### src/rtl/wtc_pkg.sv
package wtc_pkg;

    localparam int IDX_W = 8;
    localparam logic [IDX_W-1:0] IDX_MAX = '1;

    localparam logic [IDX_W-1:0] ETH_HI_POS = IDX_W'(12);
    localparam logic [IDX_W-1:0] ETH_LO_POS = IDX_W'(13);
    localparam logic [IDX_W-1:0] IP_POS     = IDX_W'(14);
    localparam logic [IDX_W-1:0] PROTO_POS  = IDX_W'(23);

    localparam logic [15:0] ETH_IPV4      = 16'h0800;
    localparam logic [3:0]  IP_VER        = 4'd4;
    localparam logic [3:0]  IHL_MIN       = 4'd5;
    localparam logic [7:0]  PROTO_TCP     = 8'd6;
    localparam logic [7:0]  PROTO_ICMP    = 8'd1;
    localparam logic [15:0] WEB_PORT      = 16'd80;
    localparam logic [7:0]  ICMP_ECHO_REQ = 8'd8;

    localparam int NUM_CNT  = 2;
    localparam int CNT_WEB  = 0;
    localparam int CNT_PING = 1;

    typedef struct packed {
        logic [IDX_W-1:0] idx;
        logic             active;
        logic             eth_ok;
        logic             ip_ok;
        logic [3:0]       ihl;
        logic             is_tcp;
        logic             is_icmp;
        logic             hi_zero;
        logic             src_hit;
    } parse_st_t;

endpackage

### src/rtl/wtc_hdr_parser.sv
module wtc_hdr_parser
    import wtc_pkg::*;
(
    input  logic       clk,
    input  logic       rst_n,
    input  logic       beat,
    input  logic       sof,
    input  logic       eof,
    input  logic [7:0] data,
    output logic       web_hit,
    output logic       ping_hit
);

    parse_st_t st_d, st_q;

    logic [IDX_W-1:0] pos;
    logic [IDX_W-1:0] l4_0, l4_1, l4_2, l4_3;
    logic             live;

    always_comb begin
        l4_0 = IP_POS + IDX_W'({st_q.ihl, 2'b00});
        l4_1 = l4_0 + IDX_W'(1);
        l4_2 = l4_0 + IDX_W'(2);
        l4_3 = l4_0 + IDX_W'(3);
    end

    always_comb begin
        st_d     = st_q;
        web_hit  = 1'b0;
        ping_hit = 1'b0;
        pos      = sof ? '0 : st_q.idx;
        live     = sof | st_q.active;

        if (beat && live) begin
            if (sof) begin
                st_d.eth_ok  = 1'b0;
                st_d.ip_ok   = 1'b0;
                st_d.ihl     = '0;
                st_d.is_tcp  = 1'b0;
                st_d.is_icmp = 1'b0;
                st_d.hi_zero = 1'b0;
                st_d.src_hit = 1'b0;
            end

            // link layer type, big-endian
            if (pos == ETH_HI_POS)
                st_d.eth_ok = (data == ETH_IPV4[15:8]);
            if (pos == ETH_LO_POS)
                st_d.eth_ok = st_q.eth_ok && (data == ETH_IPV4[7:0]);

            // version / header length
            if (pos == IP_POS) begin
                st_d.ihl   = data[3:0];
                st_d.ip_ok = st_q.eth_ok && (data[7:4] == IP_VER)
                             && (data[3:0] >= IHL_MIN);
            end

            // transport protocol
            if (pos == PROTO_POS) begin
                st_d.is_tcp  = st_q.ip_ok && (data == PROTO_TCP);
                st_d.is_icmp = st_q.ip_ok && (data == PROTO_ICMP);
            end

            // ICMP type is the first transport byte
            if (st_q.is_icmp && (pos == l4_0))
                ping_hit = (data == ICMP_ECHO_REQ);

            // TCP ports: source then destination
            if (st_q.is_tcp) begin
                if (pos == l4_0)
                    st_d.hi_zero = (data == WEB_PORT[15:8]);
                if (pos == l4_1)
                    st_d.src_hit = st_q.hi_zero && (data == WEB_PORT[7:0]);
                if (pos == l4_2)
                    st_d.hi_zero = (data == WEB_PORT[15:8]);
                if (pos == l4_3)
                    web_hit = st_q.src_hit
                              || (st_q.hi_zero && (data == WEB_PORT[7:0]));
            end

            st_d.idx    = (pos == IDX_MAX) ? pos : pos + IDX_W'(1);
            st_d.active = !eof;
        end
    end

    always_ff @(posedge clk) begin
        if (!rst_n) st_q <= '0;
        else        st_q <= st_d;
    end

endmodule

### src/rtl/wtc_sat_counter.sv
module wtc_sat_counter #(
    parameter int W = 32
) (
    input  logic         clk,
    input  logic         rst_n,
    input  logic         inc,
    input  logic         clr,
    output logic [W-1:0] cnt
);

    localparam logic [W-1:0] TOP = '1;

    logic [W-1:0] cnt_d, cnt_q;

    always_comb begin
        cnt_d = cnt_q;
        if (clr)
            cnt_d = '0;
        else if (inc && (cnt_q != TOP))
            cnt_d = cnt_q + W'(1);
    end

    always_ff @(posedge clk) begin
        if (!rst_n) cnt_q <= '0;
        else        cnt_q <= cnt_d;
    end

    assign cnt = cnt_q;

endmodule

### src/rtl/wire_tap_classifier.sv
module wire_tap_classifier
    import wtc_pkg::*;
#(
    parameter int CNT_W = 32
) (
    input  logic             clk,
    input  logic             rst_n,
    input  logic             in_valid,
    output logic             in_ready,
    input  logic [7:0]       in_data,
    input  logic             in_sof,
    input  logic             in_eof,
    output logic             out_valid,
    input  logic             out_ready,
    output logic [7:0]       out_data,
    output logic             out_sof,
    output logic             out_eof,
    input  logic             rd_sel,
    output logic [CNT_W-1:0] rd_data,
    input  logic             clr_web,
    input  logic             clr_ping
);

    logic               beat;
    logic               web_hit, ping_hit;
    logic [NUM_CNT-1:0] hit, clr;
    logic [CNT_W-1:0]   cnt [NUM_CNT];
    logic [CNT_W-1:0]   web_cnt, ping_cnt;

    // straight-through stream path
    assign out_valid = in_valid;
    assign out_data  = in_data;
    assign out_sof   = in_sof;
    assign out_eof   = in_eof;
    assign in_ready  = out_ready;
    assign beat      = in_valid & out_ready;

    wtc_hdr_parser u_parser (
        .clk      (clk),
        .rst_n    (rst_n),
        .beat     (beat),
        .sof      (in_sof),
        .eof      (in_eof),
        .data     (in_data),
        .web_hit  (web_hit),
        .ping_hit (ping_hit)
    );

    always_comb begin
        hit           = '0;
        clr           = '0;
        hit[CNT_WEB]  = web_hit;
        hit[CNT_PING] = ping_hit;
        clr[CNT_WEB]  = clr_web;
        clr[CNT_PING] = clr_ping;
    end

    for (genvar gi = 0; gi < NUM_CNT; gi++) begin : g_cnt
        wtc_sat_counter #(.W(CNT_W)) u_cnt (
            .clk   (clk),
            .rst_n (rst_n),
            .inc   (hit[gi]),
            .clr   (clr[gi]),
            .cnt   (cnt[gi])
        );
    end

    assign web_cnt  = cnt[CNT_WEB];
    assign ping_cnt = cnt[CNT_PING];
    assign rd_data  = rd_sel ? ping_cnt : web_cnt;

endmodule

### config.mk
export PLATFORM = sky130hd
export DESIGN_NAME = wire_tap_classifier
export DESIGN_NICKNAME = d
export VERILOG_FILES = /design/src/rtl/wtc_pkg.sv /design/src/rtl/wtc_hdr_parser.sv /design/src/rtl/wtc_sat_counter.sv /design/src/rtl/wire_tap_classifier.sv
export SDC_FILE = /design/constraint.sdc
export NUM_CORES = 1
export LEC_CHECK = 0
export ABC_AREA = 1
export ABC_CLOCK_PERIOD_IN_PS = 2400
export BUFFER_PORTS_ARGS = -buffer_cell sky130_fd_sc_hd__buf_2
export CELL_PAD_IN_SITES_DETAIL_PLACEMENT = 1
export CELL_PAD_IN_SITES_GLOBAL_PLACEMENT = 2
export CORE_MARGIN = 2
export CORE_UTILIZATION = 29
export DETAILED_ROUTE_END_ITERATION = 10
export HOLD_SLACK_MARGIN = 0.06
export PLACE_DENSITY = 0.75
export SYNTH_ARGS = -nofsm -noshare
export SYNTH_HDL_FRONTEND = slang
export SYNTH_SLANG_ARGS = --single-unit
### constraint.sdc
create_clock -name clk -period 2.4 [get_ports clk]
set_clock_uncertainty 0.15 [all_clocks]
set_input_delay 0.72 -clock clk [delete_from_list [all_inputs] [get_ports clk]]
set_output_delay 0.72 -clock clk [all_outputs]
set_load 0.02 [all_outputs]
Word level (Yosys, flattened, before mapping):

Index checks and enable logic that the tools add are counted.
Widths: inputs -> output; s select.

* logic and storage cells: 76
* register bits after elaboration: 83
* output and inout port bits: 44
* bits of input ports: 17

* mux-type cells: 17
* reduce and logical (&&, ||, !) cells: 21
* add/sub/neg operators: 7
* eq/ne operators: 16
* magnitude comparators: 1
* bitwise logic cells: 3

Operator list (number)
* $add 32x1->32 const B: 2
* $ne 32x32->1 const B: 2
* $eq 8x4->1 const B: 4
* $eq 8x8->1: 4
* $mux 32: 1
* $add 8x1->8 const B: 2
* $add 8x2->8 const B: 2
* $mux 8: 2
* $logic_and 1x1->1: 10
* $mux 1: 10
* $mux 10: 1
* $eq 8x1->1 const B: 1
* $eq 8x3->1 const B: 1
* $eq 8x5->1 const B: 1
* $eq 8x7->1 const B: 1
* $eq 8x8->1 const B: 1
* $logic_not 8->1: 1
* $add 4x6->7 const A: 1
* $reduce_and 2->1: 3
* $mux 5: 1
* $eq 4x3->1 const B: 1
* $ge 4x3->1 const B: 1
* $mux 2: 2
* $reduce_bool 2->1: 2
* 7 further kinds: 8

Logic depth before layout (Yosys ltp):

Gate-level depths: netlist of run 1.

* depth after elaboration: 7
* depth in mapped cells: 17
* depth with buffers taken out: 16

Hierarchy:

Synthesis of run 1 repeated with hierarchy kept, for this count alone.

* cell total of the unflattened synthesis: 1017
* area total of the unflattened synthesis: 6277.3 um^2

Modules (own cells, without submodules)
* wtc_sat_counter: times used 2, cells each 332, seq. area each 640.6 um^2, area each 2069.5 um^2
* wtc_hdr_parser: times used 1, cells each 235, seq. area each 380.4 um^2, area each 1549.0 um^2
* wire_tap_classifier: times used 1, cells each 118, seq. area each 0.0 um^2, area each 589.3 um^2

Worst setup path before layout of run 1:

No wires, ideal clock.

* kind: input port to output port
* start point: in rd_sel
* end point: out rd_data[15]
* setup slack: -0.083 ns
* data required time: 1.530 ns
* stages on the path: 4
* data arrival time: 1.613 ns
* path buffers: 2
* cells stage by stage: clkbuf_1 clkbuf_1 nor2_1 a21oi_1

* word-level cells in the longest chain between the ends: 1

Ends and longest elaborated chain
* from (decl): line wire_tap_classifier.sv:18 `input logic rd_sel,`
* $mux 32: line wire_tap_classifier.sv:70 `assign rd_data = rd_sel ? ping_cnt : web_cnt;`
* to (decl): line wire_tap_classifier.sv:19 `output logic [CNT_W-1:0] rd_data,`

No other way between the ends.

Worst setup path after layout of run 1:

* start point: in rd_sel
* end point: out rd_data[29]

Same word-level chain as after synthesis.

==> impl_metrics.ini, run 1 <==
[run_status]
status = completed

[critical_path]
cp_slowest_cell = o21ai_0
crit_chain = buf_2 -> buf_12 -> o21ai_0 -> buf_4 -> buf_2
startpoint = rd_sel
crit_path_start_kind = primary input
cp_top_family = buffers and inverters
critPathRequiredTime_ns = 1.53
slowest_delay_ns = 0.18
critPathKind = primary input to output pin
path_buf_inv = 4
r2r-start = u_parser.st_q[5]
crit_path_frequent_cell = buf_2
end_kind = output pin
worstPathMaxFanout = 26
cp_data_arrival_time_ns = 1.49

[global_route]
grt_pass1_wl_mm = 36.0
grt_start_max_net_pins = 27
globalRouteOverflowTotal = 0
grtUsageTotal = 0.209
grt_pass1_vias = 6842
antenna_found_initial = 0

[floorplan]
die-area_sq_mm = 0.0219
die_w_um = 148
ioPinCount = 61
die_y_um = 148
start_util = 0.296
num_rows = 52
coreArea_sq_mm = 0.0203

[logic_synthesis]
synth_area_leaders = dfxtp_1 (28%), nand2_1 (17%), inv_1 (7.5%), nor2_1 (7.1%), xor2_1 (6.0%)
synthMuxAreaShare = 0
synth_cell_types = 39
synth.avg_cell_area_sq_um = 6.08
syn_area_sq_mm = 0.00601
ys.flop_type = dfxtp_1
netlist.top_cell.by_area = dfxtp_1
yosys_warnings = 0
synth_fa_ha_area_frac = 0.0146
synth_seq_area_share = 0.276
netlist_instances = 988
synth_xor_area_frac = 0.0670
synth_top_area_frac = 0.276
synth_compound_area_frac = 0.115
synth_common_cells = nand2_1 (273), inv_1 (120), nor2_1 (113)
synth_top_family_by_area = simple AND/OR/NAND/NOR gates
synthesis.nets = 1012
post-synth-top-count-cell = nand2_1
yosys.area_share.simple = 0.402
ys_ff_latch = 83
synth_edf_count = 0
async_reset_ff_frac = 0

[clock_network]
cts_buffers = 9
path_clk_slew_ns = 0.06
numClockSinks = 83
cts_tree = yes
cts_buffer_depth = 2
insertion_delay_ns = 0.35
cts-root-buf = clkbuf_16
htree_num_levels = 3

[routing]
ant_nets = 0
post-route-drc-count = 0
viasPerCell = 4.79
drt_iter0_markers = 320
wl_per_cell_um = 16.0
vias = 6751
firstDrtPassIters = 4
drt_wl_total_mm = 22.5

[flow_run]
maxCapViolCount = 0

[finish]
insertedDiodeCount = 0
stdcell_count = 1408
fin_nets = 1157
layout-drive-gt1-share = 0.225
syn2layout_area_growth_pct = 30.4

[sta]
final_hold_viol_count = 0
fin_ws_ns = 0.0394
finalMaxSlewViolations = 0
finalCriticalPeriod_ns = 2.36
max_clock_freq_ghz = 0.424
grt_setup_unrepaired = true
report.final.setup_viol = 0
max_slew_margin = 0.592
worst_slew_pin_slew_ns = 0.612
fin_crit_sh = 0.984

[placement]
hpwl_mm = 18.2
port_buffers = 60
placedCellCount = 1388
place_ws_ns = -0.302
gp_congestion = 0.815

[min_path]
min_path_type = register to register
min_from = u_parser.st_q[9]

[power_and_ir_drop]
irDropWorstVdd_uv = 335
power_density_mw_per_mm2 = 417
power.leakage_nw = 3.04
-- registers in the layout, indices dropped and copies added, names as in the netlist --
name,cells
u_parser.st_q,19
g_cnt.u_cnt.cnt,64
-- cell usage in the layout (no fill, tap or decap), drive strengths merged, types with 7 or more instances in the layout --
cell / count
nand2: 278
buf: 177
inv: 127
nor2: 119
dfxtp: 83
a21oi: 66
nand3: 57
nor3: 52
o21ai: 51
xor2: 41
nand4: 38
clkbuf: 13
ha: 7
-- per-layer routing --
| metal | up-vias | wire, um | track usage |
|---|---|---|---|
| li1 | 3453 | - | - |
| met3 | 12 | 624 | 0.0210 |
| met2 | 77 | 10200 | 0.342 |
| met5 | - | 0 | 0 |
| met1 | 3209 | 11500 | 0.297 |
| met4 | 0 | 223 | 0.0500 |
-- logic make-up after synthesis --
| logic type | count (synthesis) |
|---|---|
| and+or+nand+nor | 553 |
| buffers and inverters | 170 |
| AOI/OAI and AO/OA | 129 |
| DFF | 83 |
| xor gates and xnor gates | 46 |
| adders and majority gates | 7 |
-- path summary, 6_finish.rpt --
| kind | cells after the start | end | slack, ns |
|---|---|---|---|
| setup reg to reg | 13 | g_cnt[1].u_cnt.cnt[30] | 0.09 |
| hold / removal | 2 | u_parser.st_q[9] | 0.33 |
| setup / recovery | 5 | rd_data[29] | 0.04 |
| hold reg to reg | 2 | u_parser.st_q[9] | 0.33 |
-- metrics by stage --
stage | util | TNS [ns] | hold WS [ns] | cell area, sq um | total power, mW
floorplan | - | -1.38 | 0.289 | 6020 | 1.54
global placement | 0.361 | -12.30 | 0.304 | 7320 | 1.64
detailed placement | 0.361 | -17.30 | 0.312 | 7320 | 1.64
CTS | 0.378 | 0 | 0.322 | 7670 | 3.30
global route | 0.386 | -0.317 | 0.353 | 7840 | 3.38
finish | 0.386 | 0 | 0.326 | 7840 | 3.27
-- where the power goes --
group          internal, mW  switching, mW
combinational        0.0871          0.142
sequential             1.38        0.00306
clock                  1.03          0.627
total                  2.50          0.772
-- layout make-up --
class                      count  area, sq um
tap                          270          338
fill                        2715        12500
inverter                     127          482
clock buffer                  13          280
sequential                    83         1670
timing repair buffer         177         1290
multi-input combinational    735         3710
clock inverter                 3         67.6
-- worst register-to-register path: stages (launching register included) --
cell	delay, ns
dfxtp_2	0.34
inv_2	0.05
ha_4	0.27
inv_2	0.04
xor2_1	0.15
nand2_1	0.12
nor2_4	0.15
nand3_2	0.10
buf_6	0.14
nor3_4	0.23
nand3_2	0.15
buf_6	0.19
nand2_4	0.06
a21oi_2	0.05
-- repair_timing --
item,in CTS,in global routing
endpoints found under the setup margin,8,70
pin swaps,0,6
gates resized for setup,4,55
gates cloned,0,1
hold buffers,0,0
buffers inserted,0,3
(Power assumes the default switching activity.)
==> run 2: changes to the inputs <==
- RECOVER_POWER: unset -> 25
==> impl_metrics.ini, run 2 (same netlist as run 1, synthesis figures left out) <==
[finish]
largest_register_ffs = 64
n_fill_cell = 2719
insertedDiodeCount = 0
fin_nets = 1157
syn2layout_area_growth_pct = 30.1
layout_commonest_cell = nand2_1
most-common-layout-cells = nand2_1 (260), inv_1 (115), nor2_1 (111)
layout-drive-gt1-share = 0.213
stdcell_count = 1408
fin_area_sq_mm = 0.00782

[routing]
drt_wl_total_mm = 22.5
ant_nets = 0
post-route-drc-count = 0
firstDrtPassIters = 4
vias = 6783
drt_iter0_markers = 329
viasPerCell = 4.82
wl_per_cell_um = 16.0

[global_route]
grt_start_max_net_pins = 27
globalRouteOverflowTotal = 0
antenna_found_initial = 0
grt_pass1_vias = 6842
grt_pass1_wl_mm = 36.0
grtUsageTotal = 0.209

[placement]
placedCellCount = 1388
hpwl_mm = 18.2
place_ws_ns = -0.302
placed_cell_area_sq_mm = 0.00732
gp_congestion = 0.815
port_buffers = 60

[power_and_ir_drop]
irDropWorstVdd_uv = 334
power.leakage_nw = 3.00
power_density_mw_per_mm2 = 418

[critical_path]
startpoint = rd_sel
worstPathMaxFanout = 26
crit_path_start_kind = primary input
crit_path_frequent_cell = buf_2
critPathRequiredTime_ns = 1.53
cp_slowest_cell = o21ai_0
crit_chain = buf_2 -> buf_12 -> o21ai_0 -> buf_4 -> buf_2
cp_data_arrival_time_ns = 1.49
r2r-start = u_parser.st_q[5]
critPathKind = primary input to output pin
end_kind = output pin
slowest_delay_ns = 0.18

[clock_network]
cts_tree = yes
path_clk_slew_ns = 0.06
cts_buffer_depth = 2
insertion_delay_ns = 0.35
htree_num_levels = 3
numClockSinks = 83
hold_buffers = 0
cts-root-buf = clkbuf_16
cts_buffers = 9

[sta]
fin_ws_ns = 0.0361
max_slew_margin = 0.591
fin_crit_sh = 0.985
setup_tns_ns = 0
max_clock_freq_ghz = 0.423
final_hold_viol_count = 0
worst_slew_pin_slew_ns = 0.613
finalMaxSlewViolations = 0
report.final.setup_viol = 0
grt_setup_unrepaired = true
finalCriticalPeriod_ns = 2.36

[floorplan]
start_util = 0.296
coreArea_sq_mm = 0.0203
die_y_um = 148
num_rows = 52
die_w_um = 148
die-area_sq_mm = 0.0219
ioPinCount = 61

[min_path]
min_from = u_parser.st_q[9]
min_path_type = register to register

[run_status]
status = completed

[flow_run]
maxCapViolCount = 0
[run 2: changes by cell type in the layout (fill, tap and decap cells not counted)]
| cell | before | now |
|---|---|---|
| buf_2 | 57 | 45 |
| buf_4 | 108 | 106 |
| clkbuf_1 | 0 | 14 |
[run 2: final timing paths]
kind	depth (start not counted)	end	slack [ns]
worst max-delay path	5	rd_data[29]	0.04
worst min-delay path	2	u_parser.st_q[9]	0.33
worst max register to register	13	g_cnt[1].u_cnt.cnt[30]	0.10
worst min register to register	2	u_parser.st_q[9]	0.33
[run 2: worst max-delay path: cells and delay by family]
kind | cells | cell delay [ns]
buf+inv | 4 | 0.59
compound gates | 1 | 0.18
[run 2: report_power, final]
part           total (mW)  leakage [nW]  internal (mW)  switching [mW]
logic               0.227          2.17         0.0832           0.143
clock network        1.65         0.168           1.03           0.626
registers            1.38         0.671           1.38         0.00306
[run 2: layout make-up]
cell class | instances | area (sq um) | area share
well taps | 270 | 338 | 0.0432
multi-input cells | 735 | 3710 | 0.475
repair buffers | 177 | 1270 | 0.162
flip-flops and latches | 83 | 1670 | 0.213
clock inverters | 3 | 67.6 | 0.00864
clock buffers | 13 | 280 | 0.0359
inverters | 127 | 482 | 0.0616
[run 2: stage by stage]
step	hold WS, ns	util	total power, mW
final	0.326	0.385	3.26
after global routing	0.353	0.385	3.38
after CTS	0.322	0.378	3.30
after detailed placement	0.312	0.361	1.64
after global placement	0.304	0.361	1.64
after floorplan	0.289	-	1.54
[run 2: what timing repair did]
action                                  in CTS  in global routing
setup buffers                                0                  3
pin swaps                                    0                  6
gates cloned                                 0                  1
endpoints found under the setup margin       8                 70
gates resized for setup                      4                 55
[run 2: per-layer routing]
metal / wire length [um] / global-route usage / up-vias
met5: 0 / 0 / -
met2: 10200 / 0.342 / 87
met4: 223 / 0.0500 / 0
li1: - / - / 3455
met1: 11500 / 0.297 / 3229
met3: 643 / 0.0210 / 12
